$ cat src/rtl/dio_pkg.sv
package dio_pkg;
  localparam int PORT_W = 4;

  typedef enum logic {SRC_LATCH = 1'b0, SRC_SCAN = 1'b1} dout_src_e;

  // gain select is taken from the two odd lines, low line first
  function automatic logic [1:0] gain_pick(input logic [PORT_W-1:0] lines);
    return {lines[3], lines[1]};
  endfunction

  function automatic logic mode_on(input logic present, input logic enable);
    return present & enable;
  endfunction
endpackage

$ cat src/rtl/dio_sync.sv
module dio_sync #(
  parameter int W      = 4,
  parameter int STAGES = 2
) (
  input  logic         clk,
  input  logic         rst_n,
  input  logic [W-1:0] d,
  output logic [W-1:0] q
);
  logic [W-1:0] stg [STAGES];

  generate
    for (genvar i = 0; i < STAGES; i++) begin : g_stage
      always_ff @(posedge clk or negedge rst_n) begin
        if (!rst_n) stg[i] <= '0;
        else if (i == 0) stg[i] <= d;
        else stg[i] <= stg[(i == 0) ? 0 : i-1];
      end
    end
  endgenerate

  assign q = stg[STAGES-1];
endmodule

$ cat src/rtl/dio_out_latch.sv
module dio_out_latch #(
  parameter int W      = 4,
  parameter int DATA_W = 8
) (
  input  logic              clk,
  input  logic              rst_n,
  input  logic              load,
  input  logic [DATA_W-1:0] wdata,
  output logic [W-1:0]      q
);
  always_ff @(posedge clk or negedge rst_n) begin
    if (!rst_n)    q <= '0;
    else if (load) q <= wdata[W-1:0];
  end
endmodule

$ cat src/rtl/dio_route.sv
module dio_route
  import dio_pkg::*;
(
  input  logic [PORT_W-1:0] lines,
  input  logic [PORT_W-1:0] latch_q,
  input  logic [PORT_W-1:0] scan_chsel,
  input  logic              xp_mode,
  output logic [PORT_W-1:0] dout,
  output logic              trig,
  output logic              xclk,
  output logic [1:0]        gain,
  output dout_src_e         src
);
  always_comb begin
    src  = xp_mode ? SRC_SCAN : SRC_LATCH;
    dout = (src == SRC_SCAN) ? scan_chsel : latch_q;
    gain = xp_mode ? gain_pick(lines) : 2'b00;
    trig = lines[0];
    xclk = lines[2];
  end
endmodule

$ cat src/rtl/dio_share_port.sv
module dio_share_port
  import dio_pkg::*;
#(
  parameter int ADDR_W      = 4,
  parameter int DATA_W      = 8,
  parameter int PORT_OFS    = 3,
  parameter int SYNC_STAGES = 2
) (
  input  logic              clk,
  input  logic              rst_n,
  input  logic [ADDR_W-1:0] bus_addr,
  input  logic              bus_wr,
  input  logic              bus_rd,
  input  logic [DATA_W-1:0] bus_wdata,
  output logic [DATA_W-1:0] bus_rdata,
  input  logic [3:0]        din_pins,
  output logic [3:0]        dout_pins,
  input  logic              xp_present,
  input  logic              xp_enable,
  input  logic [3:0]        scan_chsel,
  output logic              ext_trig,
  output logic              ext_clk,
  output logic [1:0]        ext_gain
);
  localparam logic [ADDR_W-1:0] OFS = ADDR_W'(PORT_OFS);

  logic              port_sel;
  logic              wr_hit;
  logic              rd_hit;
  logic              xp_mode;
  logic [PORT_W-1:0] lines_s;
  logic [PORT_W-1:0] latch_q;
  dout_src_e         out_src;

  assign port_sel = (bus_addr == OFS);
  assign wr_hit   = bus_wr & port_sel;
  assign rd_hit   = bus_rd & port_sel;
  assign xp_mode  = mode_on(xp_present, xp_enable);

  dio_sync #(.W(PORT_W), .STAGES(SYNC_STAGES)) u_sync (
    .clk(clk), .rst_n(rst_n), .d(din_pins), .q(lines_s)
  );

  dio_out_latch #(.W(PORT_W), .DATA_W(DATA_W)) u_latch (
    .clk(clk), .rst_n(rst_n), .load(wr_hit), .wdata(bus_wdata), .q(latch_q)
  );

  dio_route u_route (
    .lines(lines_s), .latch_q(latch_q), .scan_chsel(scan_chsel),
    .xp_mode(xp_mode), .dout(dout_pins), .trig(ext_trig), .xclk(ext_clk),
    .gain(ext_gain), .src(out_src)
  );

  always_comb begin
    bus_rdata = '0;
    if (rd_hit) bus_rdata[PORT_W-1:0] = lines_s;
  end
endmodule

$ cat config.mk
export PLATFORM = sky130hd
export DESIGN_NAME = dio_share_port
export DESIGN_NICKNAME = d
export VERILOG_FILES = /design/src/rtl/dio_pkg.sv /design/src/rtl/dio_sync.sv /design/src/rtl/dio_out_latch.sv /design/src/rtl/dio_route.sv /design/src/rtl/dio_share_port.sv
export SDC_FILE = /design/constraint.sdc
export NUM_CORES = 1
export LEC_CHECK = 0
export CELL_PAD_IN_SITES_DETAIL_PLACEMENT = 2
export CELL_PAD_IN_SITES_GLOBAL_PLACEMENT = 2
export CORE_ASPECT_RATIO = 1.4
export CORE_MARGIN = 2
export CORE_UTILIZATION = 18
export CTS_CLUSTER_DIAMETER = 150
export CTS_CLUSTER_SIZE = 8
export DETAILED_ROUTE_END_ITERATION = 16
export PLACE_DENSITY_LB_ADDON = 0.1
export SLEW_MARGIN = 20
export SYNTH_ARGS = -nofsm -noshare
export SYNTH_HDL_FRONTEND = slang
export SYNTH_SLANG_ARGS = --single-unit
$ cat constraint.sdc
create_clock -name clk -period 2.1 [get_ports clk]
set_input_delay 0.525 -clock clk [delete_from_list [all_inputs] [get_ports clk]]
set_output_delay 0.525 -clock clk [all_outputs]
set_load 0.02 [all_outputs]
==> Yosys cells after proc, flatten, opt, wreduce, memory -nomap -nowiden <==
Cells that the tools add are included.
{ "op_classes": {"addsub": 0, "multipliers": 0, "div_mod_pow": 0, "order_cmp": 0, "eq_ne": 1, "n_shift": 0, "n_mux": 4, "bitwise_logic": 3, "n_reduce_logical": 0} }
{ "ops": {"columns": ["operator", "count"], "rows": [
  ["4-bit 2-to-1 mux", 2],
  ["4-bit by 2-bit equality test with 1-bit output (second input constant)", 1],
  ["1-bit bitwise AND", 3],
  ["2-bit 2-to-1 mux", 1],
  ["1-bit 2-to-1 mux", 1]
]} }
{ "totals": {"regBits": 12, "latch_bits": 0, "ram_bits": 0, "romBits": 0, "inputBits": 26, "output_inout_bits": 16, "elab_cells": 11, "mem_count": 0} }

==> Depth between registers and ports, before layout <==
{ "logic_depth": {"depth_word": 3, "ltp_mapped": 3, "mapped_depth_nobuf": 3} }

==> Modules after synthesis <==
A second synthesis with hierarchy kept.
{ "hier_totals": {"cells_unflattened": 46, "area_unflattened_um2": 563.0} }
{ "modules_own_cells": {"columns": ["mod", "instances", "cells_each", "area_per_inst_um2", "seq_area_each_um2"], "rows": [
  ["dio_sync", 1, 12, 230.2, 200.2],
  ["dio_out_latch", 1, 8, 145.1, 100.1],
  ["dio_share_port", 1, 17, 105.1, 0.0],
  ["dio_route", 1, 9, 82.6, 0.0]
]} }

==> Worst setup path after synthesis <==
Ideal clock, no wire load.
{ "synth_path": {"path_type": "input to output", "startpoint": "input bus_addr[2]", "endpoint": "output bus_rdata[0]", "arrival_time_ns": 1.138, "required_time_ns": 1.575, "slack_ns": 0.437, "stages": 2, "n_path_buf": 0, "cell_sequence": "and4bb_2 and3_1"} }
{ "synth_between": {"elab_chain_len": 3} }
{ "synth_lines": {"columns": ["item", "line_no", "source"], "rows": [
  ["from (decl)", "dio_share_port.sv:11", "input logic [ADDR_W-1:0] bus_addr,"],
  ["4-bit by 2-bit equality test with 1-bit output", "dio_share_port.sv:35", "assign port_sel = (bus_addr == OFS);"],
  ["1-bit bitwise AND", "dio_share_port.sv:37", "assign rd_hit = bus_rd & port_sel;"],
  ["4-bit 2-to-1 mux", "dio_share_port.sv:56", "if (rd_hit) bus_rdata[PORT_W-1:0] = lines_s;"],
  ["to (decl)", "dio_share_port.sv:15", "output logic [DATA_W-1:0] bus_rdata,"]
]} }
Every way passes these cells.

==> Final worst setup path <==
{ "layout_path": {"startpoint": "input xp_enable", "endpoint": "output dout_pins[0]"} }
{ "layout_between": {"elab_chain_len": 3} }
{ "layout_lines": {"columns": ["item", "line_no", "source"], "rows": [
  ["from (decl)", "dio_share_port.sv:19", "input logic xp_enable,"],
  ["1-bit bitwise AND", "dio_pkg.sv:12", "return present & enable;"],
  ["1-bit 2-to-1 mux", "dio_route.sv:15", "src = xp_mode ? SRC_SCAN : SRC_LATCH;"],
  ["4-bit 2-to-1 mux", "dio_route.sv:16", "dout = (src == SRC_SCAN) ? scan_chsel : latch_q;"],
  ["to (decl)", "dio_share_port.sv:17", "output logic [3:0] dout_pins,"]
]} }
Every way passes these cells.

==> results.sh <==
export IMPL_timing_critical_path_required_ns=1.57
export IMPL_cts_sinks=12
export IMPL_floorplan_die_width_um=48.7
export IMPL_grt_max_degree=13
export IMPL_worst_path_arrival_time_ns=1.40
export IMPL_netlist_cell_type_count=9
export IMPL_dominant_combinational_cell_family_by_area_after_synthesis="multiplexers"
export IMPL_overflow=0
export IMPL_dieArea_mm2=0.00325
export IMPL_synth_top_cell_area_share_pct=59.6
export IMPL_ios=42
export IMPL_hold_violations_final=0
export IMPL_hpwlAfterDp_um=1020
export IMPL_final_common_cell="sky130_fd_sc_hd__clkdlybuf4s50_1"
export IMPL_yosys_warnings=0
export IMPL_design_area_um2=916
export IMPL_worst_setup_path_type="input port to primary output"
export IMPL_hp_class="flip-flop to flip-flop"
export IMPL_post_route_cells_drive_above_1_share_pct=37.8
export IMPL_synth_adder_area_share_pct=0
export IMPL_firstDrtPassIters=2
export IMPL_detail_route_wirelength_um=1280
export IMPL_top_cells_by_area_synth="sky130_fd_sc_hd__dfrtp_1 60%, sky130_fd_sc_hd__mux2_4 12%, sky130_fd_sc_hd__mux2_2 8.9%, sky130_fd_sc_hd__and3_1 7.4%, sky130_fd_sc_hd__buf_4 6.0%"
export IMPL_cts_made_buffers=3
export IMPL_synthesis_area_um2=504
export IMPL_timing_final_setup_violations=0
export IMPL_antenna_found_initial=0
export IMPL_setup_worst_path_start="xp_enable"
export IMPL_io_buffer_count=33
export IMPL_post_cts_hold_buffer_count=0
export IMPL_grt_first_pass_wirelength_um=1990
export IMPL_critPathCaptureType="primary output"
export IMPL_grt_setup_unrepaired="false"
export IMPL_worstSetupStartpointType="input port"
export IMPL_area_delta_synth_final_pct=81.6
export IMPL_final_min_period_over_clock_period_pct=91.9
export IMPL_ir_drop_uv=344
export IMPL_cpLargestDelayFamily="buffers and inverters"
export IMPL_htree_levels=1
export IMPL_critical_path_slowest_cell="sky130_fd_sc_hd__mux2_2"
export IMPL_critical_path_max_stage_delay_ns=0.34
export IMPL_gate_count_post_synth=34
export IMPL_cts_root_buffer_cell="sky130_fd_sc_hd__clkbuf_4"
export IMPL_regToRegStartpoint="u_latch.q[1]"
export IMPL_avgRoutedWirePerCell_um=11.6
export IMPL_design_core_area_mm2=0.00264
export IMPL_vias_cell=3.70
export IMPL_static_leakage_power_uw=0.000486
export IMPL_fin_skew_ns=0.00358
export IMPL_cellPowerDensity_mw_per_mm2=658
export IMPL_min_from="u_sync.stg[6]"
export IMPL_fp_row_count=22
export IMPL_cts_max_path_buffers=2
export IMPL_fin_crit_ns=1.93
export IMPL_die_height_um=66.6
export IMPL_floorplan_initialDensity_pct=19.1
export IMPL_dr_total_vias=407
export IMPL_worst_path_max_fanout=4
export IMPL_final_ant_viol_nets=0
export IMPL_cell_by_cell_listing_of_the_critical_path="dlygate4sd2_1 -> nand2_2 -> mux2_2 -> buf_2"
export IMPL_synth_compound_area_share_pct=0
export IMPL_post_synth_top_area_cell="sky130_fd_sc_hd__dfrtp_1"
export IMPL_grt_pass1_vias=429
export IMPL_clkTransAtPathRegs_ns=0.07
export IMPL_post_synth_mux_area_share_pct=20.8
export IMPL_insertion_delay_ns=0.27
export IMPL_design_final_nets=101
export IMPL_setup_total_negative_slack_ns=0
export IMPL_syn_area_per_cell_um2=14.8
export IMPL_max_cap_violations=0
export IMPL_synth_simple_gate_area_share_pct=12.9
export IMPL_finalWeightedCongestion=0.574
export IMPL_dpl_instance_area_um2=883
export IMPL_highest_count_cells_in_the_layout_ignoring_fill_and_taps="17 x sky130_fd_sc_hd__clkdlybuf4s50_1, 12 x sky130_fd_sc_hd__dfrtp_1, 8 x sky130_fd_sc_hd__buf_4"
export IMPL_worst_path_buf_inv=2
export IMPL_postSynthRegisterBits=12
export IMPL_antenna_cells=0
export IMPL_route_detailed_drc=0
export IMPL_outcome="complete, no violations"
export IMPL_final_core_util_pct=34.7
export IMPL_maxSlewHeadroom_pct=66.6
export IMPL_final_max_slew_violation_count=0
export IMPL_yosys_area_share_xor_xnor_pct=0
export IMPL_worstMarginPinSlew_ns=0.500
export IMPL_achievable_frequency_mhz=518
export IMPL_clock_tree_from_tritoncts="yes"
export IMPL_grt_util_all_layers_pct=8.47
export IMPL_dr_first_iter_drc_count=6
export IMPL_yosysSeqAreaShare_pct=59.6
registers in the layout (all words and copies together), names as in the netlist:
name,count
u_latch.q,4
u_sync.q,4
u_sync.stg,4
power by group:
| part | leakage [µW] | switching, µW | internal (µW) |
|---|---|---|---|
| combinational | 0.000322 | 63.6 | 91.6 |
| clock | 0.0000210 | 72.1 | 105 |
| sequential | 0.000142 | 13.1 | 257 |
| total | 0.000486 | 149 | 454 |
synth_stat cells:
cell,number
sky130_fd_sc_hd__nand2_4,1
sky130_fd_sc_hd__and4bb_2,1
sky130_fd_sc_hd__dfrtp_1,12
sky130_fd_sc_hd__nand2_1,1
sky130_fd_sc_hd__conb_1,1
sky130_fd_sc_hd__and3_1,6
sky130_fd_sc_hd__mux2_4,4
sky130_fd_sc_hd__mux2_2,4
sky130_fd_sc_hd__buf_4,4
per-layer routing:
| layer | wire length, µm | GRT usage [%] | vias up |
|---|---|---|---|
| li1 | - | - | 188 |
| met1 | 477 | 7.56 | 187 |
| met2 | 666 | 15.9 | 28 |
| met3 | 99 | 2.47 | 4 |
| met4 | 37 | 6.43 | 0 |
| met5 | 0 | 0 | - |
timing repair:
| item | in CTS | in global routing |
|---|---|---|
| setup buffers | 1 | 0 |
| gates cloned | 0 | 0 |
| gates resized for setup | 41 | 7 |
| setup endpoints to repair | 10 | 4 |
| pin swaps | 1 | 2 |
cell type report:
class | instances | area [µm²]
Clock buffer | 4 | 36.3
Sequential cell | 12 | 300
Multi-Input combinational cell | 21 | 193
Timing Repair Buffer | 37 | 342
Fill cell | 305 | 1730
Tap cell | 36 | 45.0
kinds of logic after synthesis:
| logic type | Yosys count |
|---|---|
| buffers and inverters | 4 |
| flip-flops | 12 |
| multiplexers | 8 |
| other | 1 |
| AND/OR/NAND/NOR | 9 |
metrics by stage:
stage | hold WS, ns | worst slack (ns) | power [µW] | instances
after floorplan | 0.229 | 0.437 | 357 | 37
after global placement | 0.335 | -0.475 | 445 | 105
after detailed placement | 0.338 | -0.488 | 447 | 105
after CTS | 0.355 | 0.00291 | 616 | 110
after global routing | 0.362 | 0.130 | 634 | 110
final | 0.352 | 0.170 | 602 | 110
final timing paths:
path | to | slack (ns) | cells past startpoint
min in group asynchronous | u_sync.stg[7] | 0.59 | 1
min reg2reg | u_sync.q[2] | 0.35 | 0
max reg2reg | u_latch.q[1] | 1.34 | 1
max | dout_pins[0] | 0.17 | 4
max in group asynchronous | u_latch.q[3] | 1.18 | 1
min | u_sync.q[2] | 0.35 | 0
Note: power is estimated with default switching activity, not from simulation.
